### config.mk
export PLATFORM = sky130hd
export DESIGN_NAME = fuse_autord
export DESIGN_NICKNAME = d
export VERILOG_FILES = /design/src/rtl/fuse_rd_pkg.sv /design/src/rtl/fuse_rd_regs.sv /design/src/rtl/fuse_rd_seq.sv /design/src/rtl/fuse_autord.sv
export SDC_FILE = /design/constraint.sdc
export NUM_CORES = 1
export LEC_CHECK = 0
export BUFFER_PORTS_ARGS = -buffer_cell sky130_fd_sc_hd__buf_2
export CORE_UTILIZATION = 42
export CTS_CLUSTER_SIZE = 20
export DETAILED_ROUTE_END_ITERATION = 12
export GPL_TIMING_DRIVEN = 0
export PLACE_DENSITY = 0.81
export SETUP_SLACK_MARGIN = 0.2
export SLEW_MARGIN = 15
export SYNTH_ARGS = -nofsm -noshare
export SYNTH_HDL_FRONTEND = slang
export SYNTH_SLANG_ARGS = --single-unit
### constraint.sdc
create_clock -name clk_i -period 1.75 [get_ports clk_i]
set_clock_uncertainty 0.1 [all_clocks]
set_input_delay 0.2625 -clock clk_i [delete_from_list [all_inputs] [get_ports clk_i]]
set_output_delay 0.2625 -clock clk_i [all_outputs]
set_load 0.02 [all_outputs]
### src/rtl/fuse_rd_pkg.sv
package fuse_rd_pkg;

  localparam logic [7:0] OFF_STAT = 8'h18;
  localparam logic [7:0] OFF_DOUT = 8'h20;
  localparam logic [7:0] OFF_CTRL = 8'h24;

  localparam int CTRL_EN_BIT   = 0;
  localparam int CTRL_RD_BIT   = 1;
  localparam int CTRL_ADDR_LSB = 16;
  localparam int STAT_FIN_BIT  = 0;

  typedef enum logic [2:0] {
    ST_IDLE,
    ST_LOAD,
    ST_ADDR,
    ST_STRB,
    ST_HOLD
  } seq_st_e;

  typedef struct packed {
    logic csn;
    logic pd;
    logic pgmn;
    logic load;
    logic strobe;
  } fuse_pins_t;

  localparam fuse_pins_t PINS_STANDBY = '{csn: 1'b1, pd: 1'b1, pgmn: 1'b1, load: 1'b0, strobe: 1'b0};

endpackage

### src/rtl/fuse_rd_regs.sv
module fuse_rd_regs
  import fuse_rd_pkg::*;
#(
  parameter int ADDR_W = 10,
  parameter int DATA_W = 32
) (
  input  logic              clk_i,
  input  logic              rst_ni,
  input  logic              reg_req_i,
  input  logic              reg_we_i,
  input  logic [7:0]        reg_addr_i,
  input  logic [DATA_W-1:0] reg_wdata_i,
  output logic [DATA_W-1:0] reg_rdata_o,
  input  logic              busy_i,
  input  logic [ADDR_W-1:0] cur_addr_i,
  input  logic              cap_i,
  input  logic [DATA_W-1:0] cap_data_i,
  output logic              launch_o,
  output logic [ADDR_W-1:0] launch_addr_o
);

  logic              wr_stat, wr_ctrl;
  logic              finish_q;
  logic [DATA_W-1:0] dout_q;
  logic [DATA_W-1:0] ctrl_rd;
  logic              unused_wdata;

  assign wr_stat = reg_req_i && reg_we_i && (reg_addr_i == OFF_STAT);
  assign wr_ctrl = reg_req_i && reg_we_i && (reg_addr_i == OFF_CTRL);

  assign launch_o      = wr_ctrl && reg_wdata_i[CTRL_EN_BIT] && reg_wdata_i[CTRL_RD_BIT] && !busy_i;
  assign launch_addr_o = reg_wdata_i[CTRL_ADDR_LSB +: ADDR_W];
  assign unused_wdata  = ^reg_wdata_i;

  // capture beats a same-cycle clear
  always_ff @(posedge clk_i or negedge rst_ni) begin
    if (!rst_ni) begin
      finish_q <= 1'b0;
    end else if (cap_i) begin
      finish_q <= 1'b1;
    end else if (wr_stat && reg_wdata_i[STAT_FIN_BIT]) begin
      finish_q <= 1'b0;
    end
  end

  always_ff @(posedge clk_i or negedge rst_ni) begin
    if (!rst_ni) begin
      dout_q <= '0;
    end else if (cap_i) begin
      dout_q <= cap_data_i;
    end
  end

  always_comb begin
    ctrl_rd = '0;
    ctrl_rd[CTRL_ADDR_LSB +: ADDR_W] = cur_addr_i;
    ctrl_rd[CTRL_EN_BIT] = busy_i;
    ctrl_rd[CTRL_RD_BIT] = busy_i;
  end

  always_comb begin
    reg_rdata_o = '0;
    case (reg_addr_i)
      OFF_STAT: reg_rdata_o[STAT_FIN_BIT] = finish_q;
      OFF_DOUT: reg_rdata_o = dout_q;
      OFF_CTRL: reg_rdata_o = ctrl_rd;
      default:  reg_rdata_o = '0;
    endcase
  end

  AST_FIN_FROM_CAP: assert property (@(posedge clk_i) disable iff (!rst_ni)
    $rose(finish_q) |-> $past(cap_i));

  AST_W1C_CLEARS: assert property (@(posedge clk_i) disable iff (!rst_ni)
    (wr_stat && reg_wdata_i[STAT_FIN_BIT] && !cap_i) |=> !finish_q);

  AST_DOUT_HOLD: assert property (@(posedge clk_i) disable iff (!rst_ni)
    !cap_i |=> $stable(dout_q));

endmodule

### src/rtl/fuse_rd_seq.sv
module fuse_rd_seq
  import fuse_rd_pkg::*;
#(
  parameter int ADDR_W   = 10,
  parameter int DATA_W   = 32,
  parameter int WAIT_CYC = 100
) (
  input  logic              clk_i,
  input  logic              rst_ni,
  input  logic              launch_i,
  input  logic [ADDR_W-1:0] launch_addr_i,
  output logic              busy_o,
  output logic [ADDR_W-1:0] cur_addr_o,
  output logic              cap_o,
  output logic [DATA_W-1:0] cap_data_o,
  output fuse_pins_t        pins_o,
  output logic [ADDR_W-1:0] fuse_addr_o,
  input  logic [DATA_W-1:0] fuse_dout_i
);

  localparam int              CNT_W    = $clog2(WAIT_CYC + 1);
  localparam logic [CNT_W-1:0] CNT_LOAD = CNT_W'(WAIT_CYC - 1);

  seq_st_e           st_q, st_nxt;
  logic [CNT_W-1:0]  cnt_q;
  logic [ADDR_W-1:0] addr_q;
  logic              cnt_done;

  assign cnt_done = (cnt_q == '0);

  always_comb begin
    case (st_q)
      ST_LOAD: st_nxt = ST_ADDR;
      ST_ADDR: st_nxt = ST_STRB;
      ST_STRB: st_nxt = ST_HOLD;
      default: st_nxt = ST_IDLE;
    endcase
  end

  always_ff @(posedge clk_i or negedge rst_ni) begin
    if (!rst_ni) begin
      st_q   <= ST_IDLE;
      cnt_q  <= '0;
      addr_q <= '0;
    end else if (st_q == ST_IDLE) begin
      if (launch_i) begin
        st_q   <= ST_LOAD;
        cnt_q  <= CNT_LOAD;
        addr_q <= launch_addr_i;
      end
    end else if (cnt_done) begin
      st_q  <= st_nxt;
      cnt_q <= (st_nxt == ST_IDLE) ? '0 : CNT_LOAD;
    end else begin
      cnt_q <= cnt_q - 1'b1;
    end
  end

  always_comb begin
    pins_o      = PINS_STANDBY;
    fuse_addr_o = '0;
    case (st_q)
      ST_LOAD: begin
        pins_o.csn  = 1'b0;
        pins_o.pd   = 1'b0;
        pins_o.load = 1'b1;
      end
      ST_ADDR, ST_HOLD: begin
        pins_o.csn  = 1'b0;
        pins_o.pd   = 1'b0;
        pins_o.load = 1'b1;
        fuse_addr_o = addr_q;
      end
      ST_STRB: begin
        pins_o.csn    = 1'b0;
        pins_o.pd     = 1'b0;
        pins_o.load   = 1'b1;
        pins_o.strobe = 1'b1;
        fuse_addr_o   = addr_q;
      end
      default: ;
    endcase
  end

  assign busy_o     = (st_q != ST_IDLE);
  assign cur_addr_o = addr_q;
  assign cap_o      = (st_q == ST_STRB) && cnt_done;
  assign cap_data_o = fuse_dout_i;

  AST_LAUNCH_ONLY_IDLE: assert property (@(posedge clk_i) disable iff (!rst_ni)
    launch_i |-> (st_q == ST_IDLE));

  AST_CNT_RANGE: assert property (@(posedge clk_i) disable iff (!rst_ni)
    cnt_q <= CNT_LOAD);

  AST_STROBE_ADDR_SETTLED: assert property (@(posedge clk_i) disable iff (!rst_ni)
    $rose(pins_o.strobe) |-> (fuse_addr_o == $past(fuse_addr_o)));

endmodule

### src/rtl/fuse_autord.sv
module fuse_autord
  import fuse_rd_pkg::*;
#(
  parameter int CLK_FREQ_HZ = 100_000_000,
  parameter int FUSE_AW     = 10,
  parameter int FUSE_DW     = 32
) (
  input  logic               clk_i,
  input  logic               rst_ni,
  input  logic               reg_req_i,
  input  logic               reg_we_i,
  input  logic [7:0]         reg_addr_i,
  input  logic [FUSE_DW-1:0] reg_wdata_i,
  output logic [FUSE_DW-1:0] reg_rdata_o,
  output logic               fuse_csn_o,
  output logic               fuse_pd_o,
  output logic               fuse_pgmn_o,
  output logic               fuse_load_o,
  output logic               fuse_strobe_o,
  output logic [FUSE_AW-1:0] fuse_addr_o,
  input  logic [FUSE_DW-1:0] fuse_dout_i
);

  localparam int WAIT_CYC = (CLK_FREQ_HZ + 999_999) / 1_000_000;

  logic               busy, launch, cap;
  logic [FUSE_AW-1:0] launch_addr, cur_addr;
  logic [FUSE_DW-1:0] cap_data;
  fuse_pins_t         pins;

  fuse_rd_regs #(
    .ADDR_W(FUSE_AW),
    .DATA_W(FUSE_DW)
  ) regs_i (
    .clk_i         (clk_i),
    .rst_ni        (rst_ni),
    .reg_req_i     (reg_req_i),
    .reg_we_i      (reg_we_i),
    .reg_addr_i    (reg_addr_i),
    .reg_wdata_i   (reg_wdata_i),
    .reg_rdata_o   (reg_rdata_o),
    .busy_i        (busy),
    .cur_addr_i    (cur_addr),
    .cap_i         (cap),
    .cap_data_i    (cap_data),
    .launch_o      (launch),
    .launch_addr_o (launch_addr)
  );

  fuse_rd_seq #(
    .ADDR_W  (FUSE_AW),
    .DATA_W  (FUSE_DW),
    .WAIT_CYC(WAIT_CYC)
  ) seq_i (
    .clk_i         (clk_i),
    .rst_ni        (rst_ni),
    .launch_i      (launch),
    .launch_addr_i (launch_addr),
    .busy_o        (busy),
    .cur_addr_o    (cur_addr),
    .cap_o         (cap),
    .cap_data_o    (cap_data),
    .pins_o        (pins),
    .fuse_addr_o   (fuse_addr_o),
    .fuse_dout_i   (fuse_dout_i)
  );

  assign fuse_csn_o    = pins.csn;
  assign fuse_pd_o     = pins.pd;
  assign fuse_pgmn_o   = pins.pgmn;
  assign fuse_load_o   = pins.load;
  assign fuse_strobe_o = pins.strobe;

  AST_STROBE_SELECTED: assert property (@(posedge clk_i) disable iff (!rst_ni)
    fuse_strobe_o |-> (!fuse_csn_o && fuse_load_o && fuse_pgmn_o && !fuse_pd_o));

endmodule

==> impl_metrics.ini, run 1 <==
[outcome]
status = complete, but fails checks
violations = negative setup slack

[final_layout]
fin_nets = 457
final_area_mm2 = 0.004707
finish.utilization = 0.7811
layout-drive-gt1-share = 0.7441
areaGrowthSynthToFinish_pct = 76.87
fin_cells = 454
diodes = 0
num-fill-cells = 339

[floorplanning]
num_rows = 28
die_w_um = 81.60
initial_core_util = 0.4417
die_h_um = 81.60
num_io_pins = 123
coreArea_mm2 = 0.006026
dieArea_mm2 = 0.006659

[placed_design]
portBuffers = 101
place_inst = 395
hpwlAfterDp_mm = 4.427
gp_congestion = 0.8247
place_area_mm2 = 0.003343

[synthesis]
yosys-top-cells-area = dfrtp_1 50%, mux2_2 14%, and2_1 5.4%, mux2_4 5.1%, a22o_1 3.6%
synth_ff_type = dfrtp_1
synthDominantCellAreaShare = 0.4984
yosysMostFrequentCell = dfrtp_1
netlist_instances = 219
syn_avg_cell_area_um2 = 12.15
synth_seq_cells = 53
synth-seq-area-share = 0.4984
ys_async_sr_fraction = 1.000
ys.warnings.count = 0
synth_cell_types = 43
synth_common_cells = 53 x dfrtp_1, 33 x mux2_2, 23 x and2_1, 11 x a22o_1, 11 x nor2b_1
syn-num-nets = 297
syn_area_mm2 = 0.002661
synth_edf_count = 0
synth.largest_area_cell = dfrtp_1

[global_route]
antenna_found_initial = 0
grt_util_met3 = 0.06222
first_global_vias = 2366
grt_pass1_wl_mm = 11.75
overflow = 0
met2_usage = 0.4167
grt_max_degree = 54
grt_most_used_layer = met2
track_usage = 0.2396
grtUsageMet1 = 0.2926

[setup_path]
rr_endpoint = seq_i.cur_addr_o[3]
path_cells = clkbuf_8 > or3_4 > buf_8 > a222oi_1 > inv_1 > buf_6
r2r_start = seq_i.st_q[2]
r2r_cells = 7
crit_path_top_delay_cell = dfrtp_1
crit_type = reg -> out
worstSetupStartpointType = flop
cp.arrival_ns = 1.84
endpoint_kind = output pin
rrSetupSlack_ns = -0.38
cp_data_required_time_ns = 1.39
cp_slowest_stage_delay_ns = 0.38
crit_fanout = 4

[power_and_ir_drop]
clockPowerShare = 0.278
power.share.sequential = 0.537
finalPower_w = 0.002484
pwr-share-comb = 0.185
ir_drop_v = 0.0005387
power_density_mw_per_mm2 = 527.6
power_switching_share = 0.2734
leakage_nw = 2.236
internal_power_w = 0.001805
p_switching_w = 0.0006789

[timing]
slew_violations = 0
setup_ws_ns = -0.4495
slew_headroom = 0.5493
period_needed_ns = 2.200
tightest_slew_ns = 0.6760
fin_crit_sh = 1.257
setup_tns_ns = -26.84
finalSetupViolations = 99
max_freq_mhz = 454.6
rsz0062_at_grt = true
finalHoldViolations = 0

[clock_network]
clk_latency_ns = 0.31
htreeDepth = 2
numCtsBuffers = 5
clockBufferDepth = 2
clk_pin_slew_ns = 0.10
cts_tree = yes
clkSinkCount = 53
clockRootBuffer = clkbuf_8

[min_path]
worstHoldEndpoint = regs_i.dout_q[30]
worstHoldPathType = in -> reg
whs_path_depth = 2
hp-start = fuse_dout_i[30]

[drt]
ant_nets = 0
dr.pass1.iters = 4
drtIter0Drc = 135
drc = 0
vias = 2446
wl_per_cell_um = 19.99
vias_per_cell = 5.388
drt-total-wl_mm = 9.075

[run]
cap_violations = 0
through the flow:
| step | worst slack (ns) | hold slack (ns) |
|---|---|---|
| floorplan | -0.2293 | -0.1331 |
| global placement | -0.5178 | 0.3780 |
| detailed placement | -0.5524 | 0.3860 |
| CTS | -0.4281 | 0.07610 |
| global route | -0.5489 | 0.06249 |
| finish | -0.4495 | 0.07685 |
routing by layer:
metal / up-vias / part of all wire
li1: 1094 / -
met1: 1209 / 0.39
met2: 112 / 0.52
met3: 31 / 0.063
met4: 0 / 0.031
met5: - / 0
registers in the layout, indices dropped and copies added, names as in the netlist:
name              count
seq_i.cur_addr_o     10
regs_i.dout_q        32
seq_i.cnt_q           7
seq_i.st_q            3
regs_i.finish_q       1
power by group through the flow:
stage / Combinational [W] / Clock, W / Sequential, W
detailed placement: 0.000276 / 0 / 0.00135
CTS: 0.000347 / 0.000683 / 0.00133
global placement: 0.000264 / 0 / 0.00135
global route: 0.000486 / 0.000758 / 0.00134
finish: 0.000460 / 0.000690 / 0.00133
floorplan: 0.000164 / 0 / 0.00134
timing repair:
item | 4_1_cts | 5_1_grt
pin swaps | 26 | 28
hold buffers | 0 | 1
setup buffers | 25 | 16
setup endpoints to repair | 99 | 99
gates cloned | 8 | 2
gates resized for setup | 143 | 59
endpoints found under the hold margin | 0 | 53
cell usage in the layout (no fill, tap or decap), types with 3 or more instances in the layout:
| cell | netlist | final |
|---|---|---|
| or3_4 | 1 | 3 |
| inv_1 | 7 | 4 |
| a22o_1 | 11 | 9 |
| buf_4 | 2 | 26 |
| buf_12 | 0 | 5 |
| nor2b_4 | 0 | 7 |
| dfrtp_2 | 0 | 4 |
| a21oi_2 | 0 | 3 |
| nand2_2 | 1 | 3 |
| buf_8 | 1 | 6 |
| dfrtp_1 | 53 | 49 |
| buf_6 | 0 | 63 |
| buf_16 | 0 | 5 |
| clkbuf_8 | 0 | 10 |
| nand2_1 | 7 | 4 |
| mux2_4 | 9 | 11 |
| or4_4 | 1 | 3 |
| nor2b_1 | 11 | 4 |
| buf_2 | 4 | 52 |
| and2_4 | 0 | 22 |
| mux2_2 | 33 | 31 |
cell families after synthesis:
| family | synth area share |
|---|---|
| AOI/OAI and AO/OA | 0.08980 |
| xor gates and xnor gates | 0.003292 |
| adders and majority gates | 0.009401 |
| buffers and inverters | 0.03714 |
| DFF | 0.4984 |
| muxes | 0.1942 |
| other | 0.001409 |
| and+or+nand+nor | 0.1664 |
cell type report:
type | count | area, um^2 | share of cell area
clock buffer | 6 | 72.57 | 0.01542
multi-input combinational | 147 | 1550 | 0.3293
clock inverter | 1 | 8.758 | 0.001861
sequential | 53 | 1331 | 0.2828
timing repair buffer | 152 | 1426 | 0.3030
buffer | 13 | 195.2 | 0.04147
inverter | 7 | 28.78 | 0.006114
tap | 75 | 93.84 | 0.01994
how the worst max path moves through the flow:
stage | start | endpoint | slack, ns | depth (start not counted)
final | seq_i.st_q[2] | reg_rdata_o[0] | -0.45 | 6
after global routing | seq_i.st_q[2] | reg_rdata_o[0] | -0.55 | 6
after CTS | seq_i.st_q[2] | reg_rdata_o[0] | -0.43 | 6
after detailed placement | reg_addr_i[7] | reg_rdata_o[15] | -0.55 | 6
after global placement | reg_addr_i[7] | reg_rdata_o[1] | -0.52 | 6
after floorplan | reg_addr_i[7] | seq_i.cur_addr_o[0] | -0.23 | 5
critical path, delay by kind of cell (launching register included):
kind / cells / cell delay, ns
AND/OR/NAND/NOR: 1 / 0.33
flip-flops: 1 / 0.38
buffers and inverters: 4 / 0.50
AO/OA/AOI/OAI: 1 / 0.31
Note: power is estimated with default switching activity, not from simulation.
==> run 2: changes to the inputs <==
--- a/config.mk
+++ b/config.mk
@@ -9,7 +9,6 @@
 export CORE_UTILIZATION = 42
 export CTS_CLUSTER_SIZE = 20
 export DETAILED_ROUTE_END_ITERATION = 12
-export GPL_TIMING_DRIVEN = 0
 export PLACE_DENSITY = 0.81
 export SETUP_SLACK_MARGIN = 0.2
 export SLEW_MARGIN = 15
==> run 2 against run 1 <==
The flow still finishes with violations (negative setup slack). Sequential power hardly changed. Hold slack better by 0.0055 ns. First-iteration DRC count is 38% lower. Register-to-register slack better by 0.19 ns. Wire length is 13% lower. Global-route usage is 0.17 points lower. Critical path depth is 1 lower. Count of clock-buffer cells in the layout is 1 higher. Clock power is 26% higher. Critical path type unchanged.
==> impl_metrics.ini, run 2 (same netlist as run 1, synthesis figures left out) <==
[min_path]
worstHoldPathType = in -> reg
worstHoldEndpoint = regs_i.dout_q[23]
hp-start = fuse_dout_i[23]
whs_path_depth = 2

[drt]
wl_per_cell_um = 17.60
wl_met3_um = 441
drt-total-wl_mm = 7.937
vias_per_cell = 5.224
route.layer.met1.wl_mm = 3.211
routed.top_layer = met4
ant_nets = 0
met2_length_mm = 4.224
drtIter0Drc = 84
drc = 0
vias = 2356
dr.pass1.iters = 4

[clock_network]
clk_pin_slew_ns = 0.10
clockRootBuffer = clkbuf_8
numCtsBuffers = 5
cts_tree = yes
clk_latency_ns = 0.30
htreeDepth = 2
clockBufferDepth = 2
clkSinkCount = 53

[final_layout]
largest_reg_flops = 32
layout-drive-gt1-share = 0.6862
final_cell_mix = 54 x buf_2, 53 x dfrtp_1, 52 x buf_6
fin_nets = 453
areaGrowthSynthToFinish_pct = 68.12
num-fill-cells = 408
regMostFlops = regs_i.dout_q
diodes = 0
layout_commonest_cell = buf_2

[power_and_ir_drop]
ir_drop_v = 0.0004365
power_density_mw_per_mm2 = 593.9
leakage_nw = 2.144

[setup_path]
r2r_cells = 6
crit_type = reg -> out
cp_common_cell = buf_4
cp.arrival_ns = 1.78
crit_fanout = 3
worstSetupStartpointType = flop
r2r_start = seq_i.cnt_q[2]
path_cells = or3_4 > buf_4 > buf_6 > a22o_1 > buf_4
endpoint_kind = output pin
cp_slowest_stage_delay_ns = 0.42
rr_endpoint = regs_i.dout_q[19]
crit_path_top_delay_cell = dfrtp_1
cp_data_required_time_ns = 1.39
rrSetupSlack_ns = -0.19

[timing]
rsz0062_at_grt = true
tightest_slew_ns = 0.5054
slew_headroom = 0.6602
hold_ws_ns = 0.08231
slew_violations = 0
finalSetupViolations = 98
period_needed_ns = 2.140
fin_crit_sh = 1.223
max_freq_mhz = 467.2
setup_ws_ns = -0.3903
setup_tns_ns = -19.77
finalHoldViolations = 0

[floorplanning]
initial_core_util = 0.4417
num_rows = 28
coreArea_mm2 = 0.006026
die_w_um = 81.60
die_h_um = 81.60
num_io_pins = 123
dieArea_mm2 = 0.006659

[placed_design]
gp_congestion = 0.7936
hpwlAfterDp_mm = 4.715
portBuffers = 101
dp_slack_ns = -0.3903

[outcome]
status = complete, but fails checks
violations = negative setup slack

[global_route]
track_usage = 0.2378
antenna_found_initial = 0
grt_max_degree = 29
overflow = 0
grt_pass1_wl_mm = 11.76
first_global_vias = 2481

[run]
cap_violations = 0
==> run 2: per-stage QoR <==
step	total power, W	util	cells	instance area (um^2)
global placement	0.001683	0.5787	412	3487
CTS	0.002612	0.7006	442	4222
floorplan	0.001502	-	219	2744
finish	0.002657	0.7425	451	4474
detailed placement	0.001704	0.5787	412	3487
global route	0.002774	0.7425	451	4474
==> run 2: worst max-delay path: cells and delay by family, from the launching register on <==
| family | cells | cell delay, ns |
|---|---|---|
| DFF | 1 | 0.42 |
| AOI/OAI and AO/OA | 1 | 0.21 |
| and+or+nand+nor | 1 | 0.41 |
| buffers and inverters | 3 | 0.45 |
==> run 2: area by class of cell <==
| class | instances | area (um^2) | area share |
|---|---|---|---|
| flip-flops and latches | 53 | 1326 | 0.2964 |
| well taps | 75 | 93.84 | 0.02097 |
| clock inverters | 1 | 30.03 | 0.006711 |
| clock buffers | 7 | 86.33 | 0.01930 |
| multi-input cells | 147 | 1508 | 0.3370 |
| repair buffers | 161 | 1401 | 0.3132 |
| inverters | 7 | 28.78 | 0.006432 |
==> run 2: power by group <==
group,internal (W),total [W],switching (W),leakage [nW]
combinational,0.000257,0.000467,0.000210,1.44
sequential,0.00128,0.00132,0.0000359,0.645
clock,0.000467,0.000871,0.000404,0.0585
total,0.00201,0.00266,0.000649,2.14
==> run 2: repair_timing <==
action / CTS / global route
gates resized for setup: 110 / 43
cloned: 5 / 0
setup endpoints to repair: 99 / 99
hold endpoints to repair: 9 / 0
buffers inserted: 16 / 9
pin swaps: 12 / 9
hold buffers: 1 / 0
==> run 2: worst max path at each step <==
stage,startpoint,end,slack [ns],cells past startpoint
after floorplan,reg_addr_i[7],seq_i.cur_addr_o[0],-0.23,5
after global placement,reg_addr_i[7],seq_i.cur_addr_o[9],-0.38,5
after detailed placement,reg_addr_i[7],seq_i.cur_addr_o[9],-0.39,5
after CTS,seq_i.st_q[0],reg_rdata_o[0],-0.31,4
after global routing,seq_i.st_q[0],reg_rdata_o[0],-0.48,4
final,seq_i.st_q[0],reg_rdata_o[1],-0.39,5
==> run 2: layer usage <==
metal,vias up,global-route usage
met1,1174,0.2930
met2,90,0.4083
li1,1084,-
met3,8,0.05222
met4,0,0.08596
met5,-,0
